File: src/rtl/ecc_rtr_pkg.sv
package ecc_rtr_pkg;
  localparam int unsigned NUM_MSG = 3;
  localparam int unsigned NUM_CLS = 2;
  localparam int unsigned CMD_W   = 16;
  localparam int unsigned ADDR_W  = 8;
  localparam int unsigned TYPE_W  = $clog2(NUM_MSG);
  localparam int unsigned CLS_W   = $clog2(NUM_CLS);
  localparam int unsigned CMD_STRIDE = 2;
  localparam logic [ADDR_W-1:0] CMD_BASE = 8'hCA;

  typedef enum logic [TYPE_W-1:0] {
    MSG_SERR = 2'd0,
    MSG_SMI  = 2'd1,
    MSG_SCI  = 2'd2
  } msg_e;
endpackage

File: src/rtl/ecc_rtr_regs.sv
module ecc_rtr_regs
  import ecc_rtr_pkg::*;
#(
  parameter int unsigned NMSG = NUM_MSG,
  parameter int unsigned NCLS = NUM_CLS,
  parameter int unsigned DW   = CMD_W,
  parameter int unsigned AW   = ADDR_W,
  parameter logic [AW-1:0] BASE = CMD_BASE
) (
  input  logic                      clk_i,
  input  logic                      rst_ni,
  input  logic                      we_i,
  input  logic [AW-1:0]             addr_i,
  input  logic [DW-1:0]             wdata_i,
  output logic [DW-1:0]             rdata_o,
  output logic [NMSG-1:0][NCLS-1:0] en_o
);
  logic [NMSG-1:0]           hit;
  logic [NMSG-1:0][NCLS-1:0] cmd_q;

  for (genvar g = 0; g < NMSG; g++) begin : g_cmd
    localparam logic [AW-1:0] ADDR_G = BASE + AW'(CMD_STRIDE * g);
    assign hit[g] = (addr_i == ADDR_G);

    always_ff @(posedge clk_i or negedge rst_ni) begin
      if (!rst_ni)          cmd_q[g] <= '0;
      else if (we_i && hit[g]) cmd_q[g] <= wdata_i[NCLS-1:0];
    end
  end

  always_comb begin
    rdata_o = '0;
    for (int i = 0; i < NMSG; i++)
      if (hit[i]) rdata_o[NCLS-1:0] = cmd_q[i];
  end

  assign en_o = cmd_q;


  wr_serr_chk: assert property (@(posedge clk_i) disable iff (!rst_ni)
    (we_i && addr_i == BASE) |=> (cmd_q[0] == $past(wdata_i[NCLS-1:0])));
endmodule

File: src/rtl/ecc_rtr_prio.sv
module ecc_rtr_prio #(
  parameter int unsigned N  = 3,
  parameter int unsigned IW = 2
) (
  input  logic [N-1:0]  en_i,
  output logic          valid_o,
  output logic [IW-1:0] idx_o
);
  // lowest index wins
  always_comb begin
    valid_o = 1'b0;
    idx_o   = '0;
    for (int i = N - 1; i >= 0; i--) begin
      if (en_i[i]) begin
        valid_o = 1'b1;
        idx_o   = IW'(i);
      end
    end
  end
endmodule

File: src/rtl/ecc_rtr_arb.sv
module ecc_rtr_arb
  import ecc_rtr_pkg::*;
#(
  parameter int unsigned NCLS = NUM_CLS,
  parameter int unsigned CW   = CLS_W
) (
  input  logic            clk_i,
  input  logic            rst_ni,
  input  logic [NCLS-1:0] evt_i,
  input  logic [NCLS-1:0] arm_i,
  output logic            valid_o,
  output logic [CW-1:0]   cls_o
);
  logic [NCLS-1:0] prev_q, pend_q, rise, set, gnt;

  assign rise = evt_i & ~prev_q;
  assign set  = rise & arm_i;

  // highest class index (multi-bit) served first
  always_comb begin
    gnt   = '0;
    cls_o = '0;
    for (int i = 0; i < NCLS; i++) begin
      if (pend_q[i]) begin
        gnt   = '0;
        gnt[i] = 1'b1;
        cls_o = CW'(i);
      end
    end
  end

  assign valid_o = |pend_q;

  always_ff @(posedge clk_i or negedge rst_ni) begin
    if (!rst_ni) begin
      prev_q <= '0;
      pend_q <= '0;
    end else begin
      prev_q <= evt_i;
      pend_q <= (pend_q & ~gnt) | set;
    end
  end


  one_shot_chk: assert property (@(posedge clk_i) disable iff (!rst_ni)
    (pend_q[1] && !set[1]) |=> !pend_q[1]);


  mbe_first_chk: assert property (@(posedge clk_i) disable iff (!rst_ni)
    (pend_q[1] && pend_q[0] && !set[1]) |=> (!pend_q[1] && pend_q[0]));
endmodule

File: src/rtl/ecc_err_router.sv
module ecc_err_router
  import ecc_rtr_pkg::*;
(
  input  logic                clk_i,
  input  logic                rst_ni,
  input  logic                reg_we_i,
  input  logic [ADDR_W-1:0]   reg_addr_i,
  input  logic [CMD_W-1:0]    reg_wdata_i,
  output logic [CMD_W-1:0]    reg_rdata_o,
  input  logic                serr_glb_en_i,
  input  logic                mbe_flag_i,
  input  logic                sbe_flag_i,
  output logic                msg_valid_o,
  output logic [TYPE_W-1:0]   msg_type_o,
  output logic [CLS_W-1:0]    msg_class_o
);
  logic [NUM_MSG-1:0][NUM_CLS-1:0] en_w;
  logic [NUM_CLS-1:0]              route_v;
  logic [NUM_CLS-1:0][TYPE_W-1:0]  route_t;
  logic                            pend_v;
  logic [CLS_W-1:0]                pend_cls;

  ecc_rtr_regs u_regs (
    .clk_i   (clk_i),
    .rst_ni  (rst_ni),
    .we_i    (reg_we_i),
    .addr_i  (reg_addr_i),
    .wdata_i (reg_wdata_i),
    .rdata_o (reg_rdata_o),
    .en_o    (en_w)
  );

  for (genvar c = 0; c < NUM_CLS; c++) begin : g_cls
    logic [NUM_MSG-1:0] cls_en;
    for (genvar m = 0; m < NUM_MSG; m++) begin : g_msg
      if (m == int'(MSG_SERR)) begin : g_glb
        assign cls_en[m] = en_w[m][c] & serr_glb_en_i;
      end else begin : g_pl
        assign cls_en[m] = en_w[m][c];
      end
    end
    ecc_rtr_prio #(.N(NUM_MSG), .IW(TYPE_W)) u_prio (
      .en_i    (cls_en),
      .valid_o (route_v[c]),
      .idx_o   (route_t[c])
    );
  end

  ecc_rtr_arb u_arb (
    .clk_i   (clk_i),
    .rst_ni  (rst_ni),
    .evt_i   ({mbe_flag_i, sbe_flag_i}),
    .arm_i   (route_v),
    .valid_o (pend_v),
    .cls_o   (pend_cls)
  );

  // route re-evaluated when served; a request whose route was cleared is dropped
  assign msg_valid_o = pend_v & route_v[pend_cls];
  assign msg_type_o  = route_t[pend_cls];
  assign msg_class_o = pend_cls;


  serr_gate_chk: assert property (@(posedge clk_i) disable iff (!rst_ni)
    (msg_valid_o && msg_type_o == MSG_SERR) |-> serr_glb_en_i);


  enabled_route_chk: assert property (@(posedge clk_i) disable iff (!rst_ni)
    msg_valid_o |-> en_w[msg_type_o][msg_class_o]);


  prio_chk: assert property (@(posedge clk_i) disable iff (!rst_ni)
    (msg_valid_o && msg_type_o == MSG_SCI) |-> !en_w[MSG_SMI][msg_class_o]);
endmodule

File: config.mk
export PLATFORM = sky130hd
export DESIGN_NAME = ecc_err_router
export DESIGN_NICKNAME = d
export VERILOG_FILES = /design/src/rtl/ecc_rtr_pkg.sv /design/src/rtl/ecc_rtr_regs.sv /design/src/rtl/ecc_rtr_prio.sv /design/src/rtl/ecc_rtr_arb.sv /design/src/rtl/ecc_err_router.sv
export SDC_FILE = /design/constraint.sdc
export NUM_CORES = 1
export LEC_CHECK = 0
export CORE_MARGIN = 5
export CORE_UTILIZATION = 30
export DETAILED_ROUTE_END_ITERATION = 6
export DONT_BUFFER_PORTS = 1
export GPL_TIMING_DRIVEN = 0
export PLACE_DENSITY = 0.54
export SYNTH_ARGS = -nofsm -noshare
export SYNTH_HDL_FRONTEND = slang
export SYNTH_SLANG_ARGS = --single-unit
File: constraint.sdc
create_clock -name clk_i -period 1.1 [get_ports clk_i]
set_clock_uncertainty 0.05 [all_clocks]
set_input_delay 0.055 -clock clk_i [delete_from_list [all_inputs] [get_ports clk_i]]
set_output_delay 0.055 -clock clk_i [all_outputs]
set_load 0.01 [all_outputs]
======== Word level (Yosys, flattened, before mapping) ========
Index checks and enable logic that the tools add are counted.
storage, ports and cells
  flip-flop bits (word level) ............. 10
  input bits .............................. 30
  output and inout bits ................... 20
  logic and storage cells ................. 44
operators by class
  $lt $le $gt $ge ......................... 1
  eq/ne operators ......................... 3
  mux-type cells .......................... 22
  bitwise gates (word level) .............. 9
  reductions and logical operators ........ 4
operator list
  operator              number
  $eq A8 B8 Y1 const B  3
  $mux W2               12
  $mux W1               10
  $and A2 B2 Y2         3
  $not A2 Y2            2
  $and A1 B1 Y1         3
  $logic_and A1 B1 Y1   3
  $lt A1 B2 Y1 const B  1
  $or A2 B2 Y2          1
  $reduce_or A2 Y1      1

======== Depth between registers and ports, before layout ========
Gate-level depths: netlist of the first run.
  word-level depth ........................ 6
  depth in mapped cells ................... 3
  depth with buffers taken out ............ 3

======== Hierarchy ========
Synthesis of the first run repeated with hierarchy kept, for this count alone.
unflattened totals
  cell total of the unflattened synthesis .. 64
  area, all modules ....................... 688.2 µm²
modules (own cells, without submodules)
  module          instances  cells each  area an instance (µm²)  sequential area each (µm²)
  ecc_rtr_regs    1          43          469.2                   150.1
  ecc_rtr_arb     1          9           127.6                   100.1
  ecc_err_router  1          6           51.3                    0.0
  ecc_rtr_prio    2          3           20.0                    0.0

======== Worst setup path after synthesis of the first run ========
OpenSTA, ideal clock, no wires.
  kind .................................... input to register
  from .................................... input port reg_addr_i[4]
  to ...................................... register u_regs.cmd_q (netlist bit u_regs.en_o[0])
  library setup time ...................... 0.125 ns
  arrival time ............................ 0.933 ns
  data required time ...................... 0.925 ns
  setup slack ............................. -0.008 ns
  stages on the path ...................... 3
  path buffers ............................ 0
  path through ............................ nand4bb_4 -> nor4b_4 -> mux2_2
on the way
  longest elaborated chain between the ends .. 2
RTL lines
  item                           line                 source
  start, declared                ecc_err_router.sv:7  input logic [ADDR_W-1:0] reg_addr_i,
  $eq A8 B8 Y1                   ecc_rtr_regs.sv:23   assign hit[g] = (addr_i == ADDR_G);
  $logic_and A1 B1 Y1            ecc_rtr_regs.sv:27   else if (we_i && hit[g]) cmd_q[g] <= wdata_i[NCLS-1:0];
  end signal, assigned by index  ecc_rtr_regs.sv:27
  end, declared                  ecc_rtr_regs.sv:19   logic [NMSG-1:0][NCLS-1:0] cmd_q;
No other way between the ends.
A chain may end at the register's enable or synchronous reset.

======== Worst setup path in the final report of the first run ========
  from .................................... register u_regs.cmd_q (netlist bit u_regs.en_o[0])
  to ...................................... output port reg_rdata_o[0]
on the way
  longest elaborated chain between the ends .. 3
RTL lines
  item                  line                 source
  $mux W2 (3 in a row)  ecc_rtr_regs.sv:34   if (hit[i]) rdata_o[NCLS-1:0] = cmd_q[i];
  end, declared         ecc_err_router.sv:9  output logic [CMD_W-1:0] reg_rdata_o,
No other way between the ends.

==> results.json, run 1 <==
{
  "power_per_cell_area_nw_per_um2": 867,
  "grt_setup_unrepaired": "yes",
  "fin_util_pct": 42.4,
  "synth_area_in_compound_gates_pct": 9.42,
  "floorplan.die.height_um": 57.1,
  "antenna_left": 0,
  "insertion_delay_ns": 0.25,
  "yosys_warnings": 0,
  "fillers": 227,
  "crit_path_end_kind": "output port",
  "fp.dieW_um": 57.1,
  "path_delay_family": "flip-flops",
  "final_setup_violation_count": 5,
  "hold_viol": 0,
  "worst_ep_arrival_time_ns": 1.20,
  "cts_tree": "built",
  "design.portCount": 50,
  "slew_violations": 0,
  "detail_route.first_pass.iterations": 2,
  "synth_area_um2": 664,
  "design.die.area_um2": 3260,
  "start_util_pct": 30.6,
  "cts-buffers-inserted": 3,
  "failed_checks": "negative setup slack",
  "grt_start_max_net_pins": 11,
  "finish.instance_area_um2": 921,
  "dp_hpwl_mm": 1.10,
  "synth_edf_count": 0,
  "first_pass_grt_wire_length_mm": 2.24,
  "first_global_vias": 510,
  "finalWeightedCongestion": 0.729,
  "finalWorstPathRequiredPeriod_ns": 1.31,
  "start_kind": "flop",
  "synthDistinctLibCells": 24,
  "path_cells": "mux2_4, a22oi_2, nor2_2",
  "synth_cells": 63,
  "dpl_cell_area_um2": 748,
  "syn-mean-instance-area_um2": 10.5,
  "fmax_mhz": 766,
  "netlist_top_cells_count": "14 x sky130_fd_sc_hd__buf_4, 10 x sky130_fd_sc_hd__dfrtp_1, 6 x sky130_fd_sc_hd__mux2_2, 6 x sky130_fd_sc_hd__nand2_1",
  "synthMostInstantiatedCell": "sky130_fd_sc_hd__buf_4",
  "vdd_drop_max_mv": 0.704,
  "number_of_port_buffers": 0,
  "leakagePower_uw": 0.000444,
  "route.detailed.drc": 0,
  "synth.mux.area_fraction_pct": 13.6,
  "yosysTopAreaCellShare_pct": 37.7,
  "cpPeakStageDelay_ns": 0.41,
  "global_route.usage.total_pct": 8.90,
  "synth_seq_area_share_pct": 37.7,
  "synth_ff_type": "sky130_fd_sc_hd__dfrtp_1",
  "dr.first_iter.drc_count": 4,
  "postSynth.asyncResetShare_pct": 100,
  "number_of_antenna_diodes": 0,
  "multi_input_comb_area_um2": 408,
  "clock_sinks": 10,
  "post_synth_fa_ha_maj_area_fraction_pct": 0,
  "post-route-worst-setup-slack_ns": -0.205,
  "max-clock-path-buffers": 2,
  "nNetsFinal": 121,
  "synth_area_leaders": "sky130_fd_sc_hd__dfrtp_1 38%, sky130_fd_sc_hd__buf_4 16%, sky130_fd_sc_hd__mux2_2 10%",
  "synth_top_family_by_area": "simple AND/OR/NAND/NOR gates",
  "timing.critical_path.buf_inv": 0,
  "cap_violations": 0,
  "grt_antenna_before_repair": 0,
  "core_um2": 2170,
  "ys_seq_elements": 10,
  "synth-simple-area-share_pct": 21.8,
  "run_status": "finished, violations left",
  "timing.final.crit_share_pct": 119,
  "worst-path-max-fanout": 4,
  "clk_root_buffer_cell": "sky130_fd_sc_hd__clkbuf_4",
  "via_count": 504,
  "critPathKind": "flop to output port",
  "num_rows": 17,
  "required_time_at_the_endpoint_of_the_critical_path_ns": 1.00,
  "avgViaCountPerCell": 4.31,
  "avgRoutedWirePerCell_um": 11.9,
  "layout-drive-gt1-share_pct": 49.4,
  "cpMaxStageDelayCell": "sky130_fd_sc_hd__dfrtp_1",
  "p_total_uw": 798,
  "clk_transition_reported_paths_ns": 0.06,
  "synthDominantAreaCellType": "sky130_fd_sc_hd__dfrtp_1",
  "routed_wirelength_mm": 1.39,
  "cts_htree_levels": 1,
  "synthXorXnorAreaFrac_pct": 0,
  "globalRoute.totalOverflow": 0,
  "area.growth.synth_to_final_pct": 38.6,
  "min_path_type": "primary input to flop",
  "register_area_um2": 251
}
-- worst reg2reg max path, cell delays in order (launching register included) --
cell	delay, ns
sky130_fd_sc_hd__dfrtp_1	0.41
sky130_fd_sc_hd__a211o_1	0.30
sky130_fd_sc_hd__a32o_1	0.22
-- report_power, final --
part	leakage, uW	switching [uW]	internal [uW]
combinational	0.000298	73.6	95.1
sequential	0.000132	17.4	385
clock	0.0000138	102	125
-- state kept, by name (all words and copies together), names as in the netlist --
register,count
u_arb.pend_q,2
u_arb.prev_q,2
u_regs.en_o,6
-- per-stage QoR --
stage	worst slack (ns)	hold WS [ns]	cells	TNS, ns
finish	-0.205	0.00882	117	-0.673
global route	-0.280	0.00141	117	-1.03
CTS	-0.225	0.00370	115	-0.626
detailed placement	-0.132	-0.290	104	-0.639
global placement	-0.102	-0.290	104	-0.555
floorplan	-0.00763	-0.291	76	-0.0181
-- kinds of logic after synthesis --
group           Yosys count
simple gates             19
buf+inv                  16
flops                    10
compound gates            9
mux                       8
other cells               1
-- cells in the final DEF, fill, tap and decap left out --
cell | synthesis | routed
sky130_fd_sc_hd__dlygate4sd3_1 | 0 | 5
sky130_fd_sc_hd__a22oi_2 | 0 | 2
sky130_fd_sc_hd__nand3b_1 | 2 | 2
sky130_fd_sc_hd__clkbuf_4 | 0 | 3
sky130_fd_sc_hd__nand2_2 | 0 | 2
sky130_fd_sc_hd__dfrtp_1 | 10 | 9
sky130_fd_sc_hd__nor2b_1 | 1 | 1
sky130_fd_sc_hd__a32o_1 | 1 | 1
sky130_fd_sc_hd__nor2_2 | 0 | 2
sky130_fd_sc_hd__nand4bb_4 | 1 | 1
sky130_fd_sc_hd__nor4_2 | 1 | 1
sky130_fd_sc_hd__conb_1 | 1 | 14
sky130_fd_sc_hd__inv_1 | 1 | 1
sky130_fd_sc_hd__inv_2 | 1 | 1
sky130_fd_sc_hd__nor2_1 | 3 | 1
sky130_fd_sc_hd__o21ai_2 | 0 | 2
sky130_fd_sc_hd__a211o_1 | 1 | 1
sky130_fd_sc_hd__nand2_1 | 6 | 4
sky130_fd_sc_hd__mux2_2 | 6 | 4
sky130_fd_sc_hd__dfrtp_2 | 0 | 1
sky130_fd_sc_hd__nor4b_4 | 1 | 1
sky130_fd_sc_hd__mux2_1 | 2 | 2
sky130_fd_sc_hd__o22ai_2 | 0 | 1
sky130_fd_sc_hd__mux2_4 | 0 | 2
sky130_fd_sc_hd__o21ai_4 | 0 | 1
sky130_fd_sc_hd__nand3_2 | 0 | 1
sky130_fd_sc_hd__a21o_1 | 1 | 1
sky130_fd_sc_hd__buf_4 | 14 | 18
sky130_fd_sc_hd__or3b_1 | 1 | 1
sky130_fd_sc_hd__nor3b_1 | 1 | 1
sky130_fd_sc_hd__nor3_1 | 1 | 1
sky130_fd_sc_hd__buf_6 | 0 | 1
-- area by class of cell --
class	instances	share of cell area [%]
Multi-Input combinational cell	50	44.3
Inverter	2	0.815
Sequential cell	10	27.3
Timing Repair Buffer	10	9.92
Clock buffer	3	2.45
Buffer	14	11.4
Tap cell	28	3.80
-- path summary, 6_finish.rpt --
check / startpoint / to / slack [ns] / cells after the start
setup / recovery: u_regs.en_o[0] / reg_rdata_o[0] / -0.21 / 3
hold / removal: reg_addr_i[1] / u_regs.en_o[3] / 0.009 / 2
setup reg to reg: u_regs.en_o[4] / u_arb.pend_q[0] / 0.02 / 2
hold reg to reg: u_arb.prev_q[1] / u_arb.pend_q[1] / 0.35 / 1
max in group asynchronous: rst_ni / u_arb.pend_q[1] / 0.55 / 1
min in group asynchronous: rst_ni / u_arb.prev_q[1] / 0.13 / 1
-- what timing repair did --
action | in CTS | in global routing
endpoints found under the setup margin | 6 | 6
hold buffers | 5 | 0
pin swaps | 9 | 3
endpoints found under the hold margin | 20 | 0
resized for setup | 13 | 6
setup buffers | 3 | 2
-- metal layers --
layer | up-vias | part of all wire (%) | global-route usage [%]
met5 | - | 0 | 0
met4 | 0 | 0 | 4.97
met3 | 0 | 15 | 4.52
met2 | 25 | 45 | 13.2
met1 | 227 | 40 | 10.3
li1 | 252 | - | -
(Power assumes the default switching activity.)
==> run 2: changes to the inputs <==
- PLACE_DENSITY: 0.54 -> 0.53
- SLEW_MARGIN: default -> 20
- clock period: 1.1 -> 1.3 ns (I/O delays scaled with it)
==> run 2 against run 1 <==
  * The flow still finishes with violations (negative setup slack)
  * Non-clock buffer count fell by 1
  * Hold slack improved by 0.0066 ns
  * Sequential power is 16% lower
  * Total power fell by 6.8%
  * First-iteration DRC count up 75%
  * Die area unchanged
  * Setup slack improved by 0.20 ns
  * Global-route usage fell by 0.80 points
  * Flip-flop and latch count is the same
  * Final area is 3.3% lower
  * Register-to-register slack gained 0.17 ns
==> results.json, run 2 (synthesized netlist as in run 1, its figures left out) <==
{
  "p_total_uw": 744,
  "fillers": 222,
  "slew_violations": 0,
  "insertion_delay_ns": 0.26,
  "dpl_cell_area_um2": 748,
  "leakagePower_uw": 0.000437,
  "failed_checks": "negative setup slack",
  "power_per_cell_area_nw_per_um2": 835,
  "timing.critical_path.from": "u_regs.en_o[0]",
  "max-clock-path-buffers": 2,
  "layout.cells.most_common": "sky130_fd_sc_hd__buf_4",
  "detailedPlace.worstSlack_ns": 0.0820,
  "clk_root_buffer_cell": "sky130_fd_sc_hd__clkbuf_4",
  "detail_route.first_pass.iterations": 4,
  "floorplan.die.height_um": 57.1,
  "crit_path_end_kind": "output port",
  "num_rows": 17,
  "worst_ep_arrival_time_ns": 1.19,
  "nNetsFinal": 120,
  "layout-drive-gt1-share_pct": 42.7,
  "grt_setup_unrepaired": "yes",
  "setup_tns_ns": -0.00930,
  "min_path_type": "primary input to flop",
  "antenna_left": 0,
  "number_of_port_buffers": 0,
  "crit-reg2reg-launch": "u_regs.en_o[4]",
  "dp_hpwl_mm": 1.08,
  "finalWorstPathRequiredPeriod_ns": 1.31,
  "core_um2": 2170,
  "hold_viol": 0,
  "final_setup_violation_count": 1,
  "clk_transition_reported_paths_ns": 0.06,
  "number_of_flip_flops_in_the_largest_register": 6,
  "number_of_antenna_diodes": 0,
  "finalWeightedCongestion": 0.656,
  "first_global_vias": 478,
  "critPathKind": "flop to output port",
  "area.growth.synth_to_final_pct": 34.1,
  "leading_cell_types_in_the_layout_fill_and_taps_excluded": "18 x sky130_fd_sc_hd__buf_4, 14 x sky130_fd_sc_hd__conb_1, 9 x sky130_fd_sc_hd__dfrtp_1",
  "worst-path-max-fanout": 4,
  "fmax_mhz": 764,
  "first_pass_grt_wire_length_mm": 2.08,
  "fin_util_pct": 41.1,
  "dr.first_iter.drc_count": 7,
  "avgViaCountPerCell": 4.22,
  "cts_htree_levels": 1,
  "clock_sinks": 10,
  "global_route.usage.total_pct": 8.11,
  "register_area_um2": 251,
  "start_kind": "flop",
  "design.portCount": 50,
  "globalRoute.totalOverflow": 0,
  "required_time_at_the_endpoint_of_the_critical_path_ns": 1.19,
  "design.die.area_um2": 3260,
  "cts_tree": "built",
  "via_count": 494,
  "avgRoutedWirePerCell_um": 11.6,
  "cts-buffers-inserted": 3,
  "setup.reg_to_reg.worst_slack_ns": 0.19,
  "run_status": "finished, violations left",
  "post-route-worst-setup-slack_ns": -0.00930,
  "multi_input_comb_area_um2": 375,
  "hold_path.startpoint": "reg_addr_i[1]",
  "timing.final.crit_share_pct": 101,
  "start_util_pct": 30.6,
  "grt_start_max_net_pins": 11,
  "vdd_drop_max_mv": 0.605,
  "fp.dieW_um": 57.1,
  "cap_violations": 0,
  "grt_antenna_before_repair": 0,
  "finish.instance_area_um2": 891,
  "route.detailed.drc": 0,
  "routed_wirelength_mm": 1.36
}
[run 2: worst paths after layout]
| path | to | cells past startpoint |
|---|---|---|
| max in group asynchronous | u_regs.en_o[2] | 1 |
| worst max register to register | u_arb.pend_q[0] | 2 |
| worst max-delay path | reg_rdata_o[0] | 3 |
| worst min register to register | u_arb.pend_q[1] | 1 |
| worst min-delay path | u_regs.en_o[2] | 2 |
| min in group asynchronous | u_arb.pend_q[1] | 1 |
[run 2: power breakdown]
part           internal (uW)  leakage [uW]  switching (uW)
clock                    170     0.0000210             100
combinational           75.3      0.000284            59.5
sequential               326      0.000132            13.1
total                    571      0.000437             173
[run 2: through the flow]
step,cells,hold slack [ns]
2_1_floorplan,76,-0.281
3_3_place_gp,104,-0.280
3_5_place_dp,104,-0.280
4_1_cts,116,0.0115
5_1_grt,117,0.0164
6_report,117,0.0154
[run 2: timing repair]
action                                 CTS  global route
hold buffers                             5             0
setup endpoints to repair                3             5
endpoints found under the hold margin   20             0
pin swaps                                2             0
buffers inserted                         3             1
resized for setup                        4             6
[run 2: metal layers]
metal | vias to the layer above | wire (um) | track usage (%)
met4 | 0 | 14 | 3.97
met5 | - | 0 | 0
li1 | 248 | - | -
met2 | 27 | 584 | 11.3
met3 | 2 | 212 | 4.30
met1 | 217 | 545 | 10.2
[run 2: worst max-delay path, cell delays in order, from the launching register on]
cell	delay (ns)
sky130_fd_sc_hd__dfrtp_1	0.41
sky130_fd_sc_hd__mux2_4	0.28
sky130_fd_sc_hd__a22oi_2	0.17
sky130_fd_sc_hd__nor2_2	0.08
[run 2: cell type report]
| cell class | count | area share [%] |
|---|---|---|
| Multi-Input combinational cell | 50 | 42.1 |
| Sequential cell | 10 | 28.2 |
| Buffer | 14 | 11.8 |
| Timing Repair Buffer | 9 | 8.99 |
| Clock buffer | 4 | 4.07 |
| Tap cell | 28 | 3.93 |
| Inverter | 2 | 0.843 |
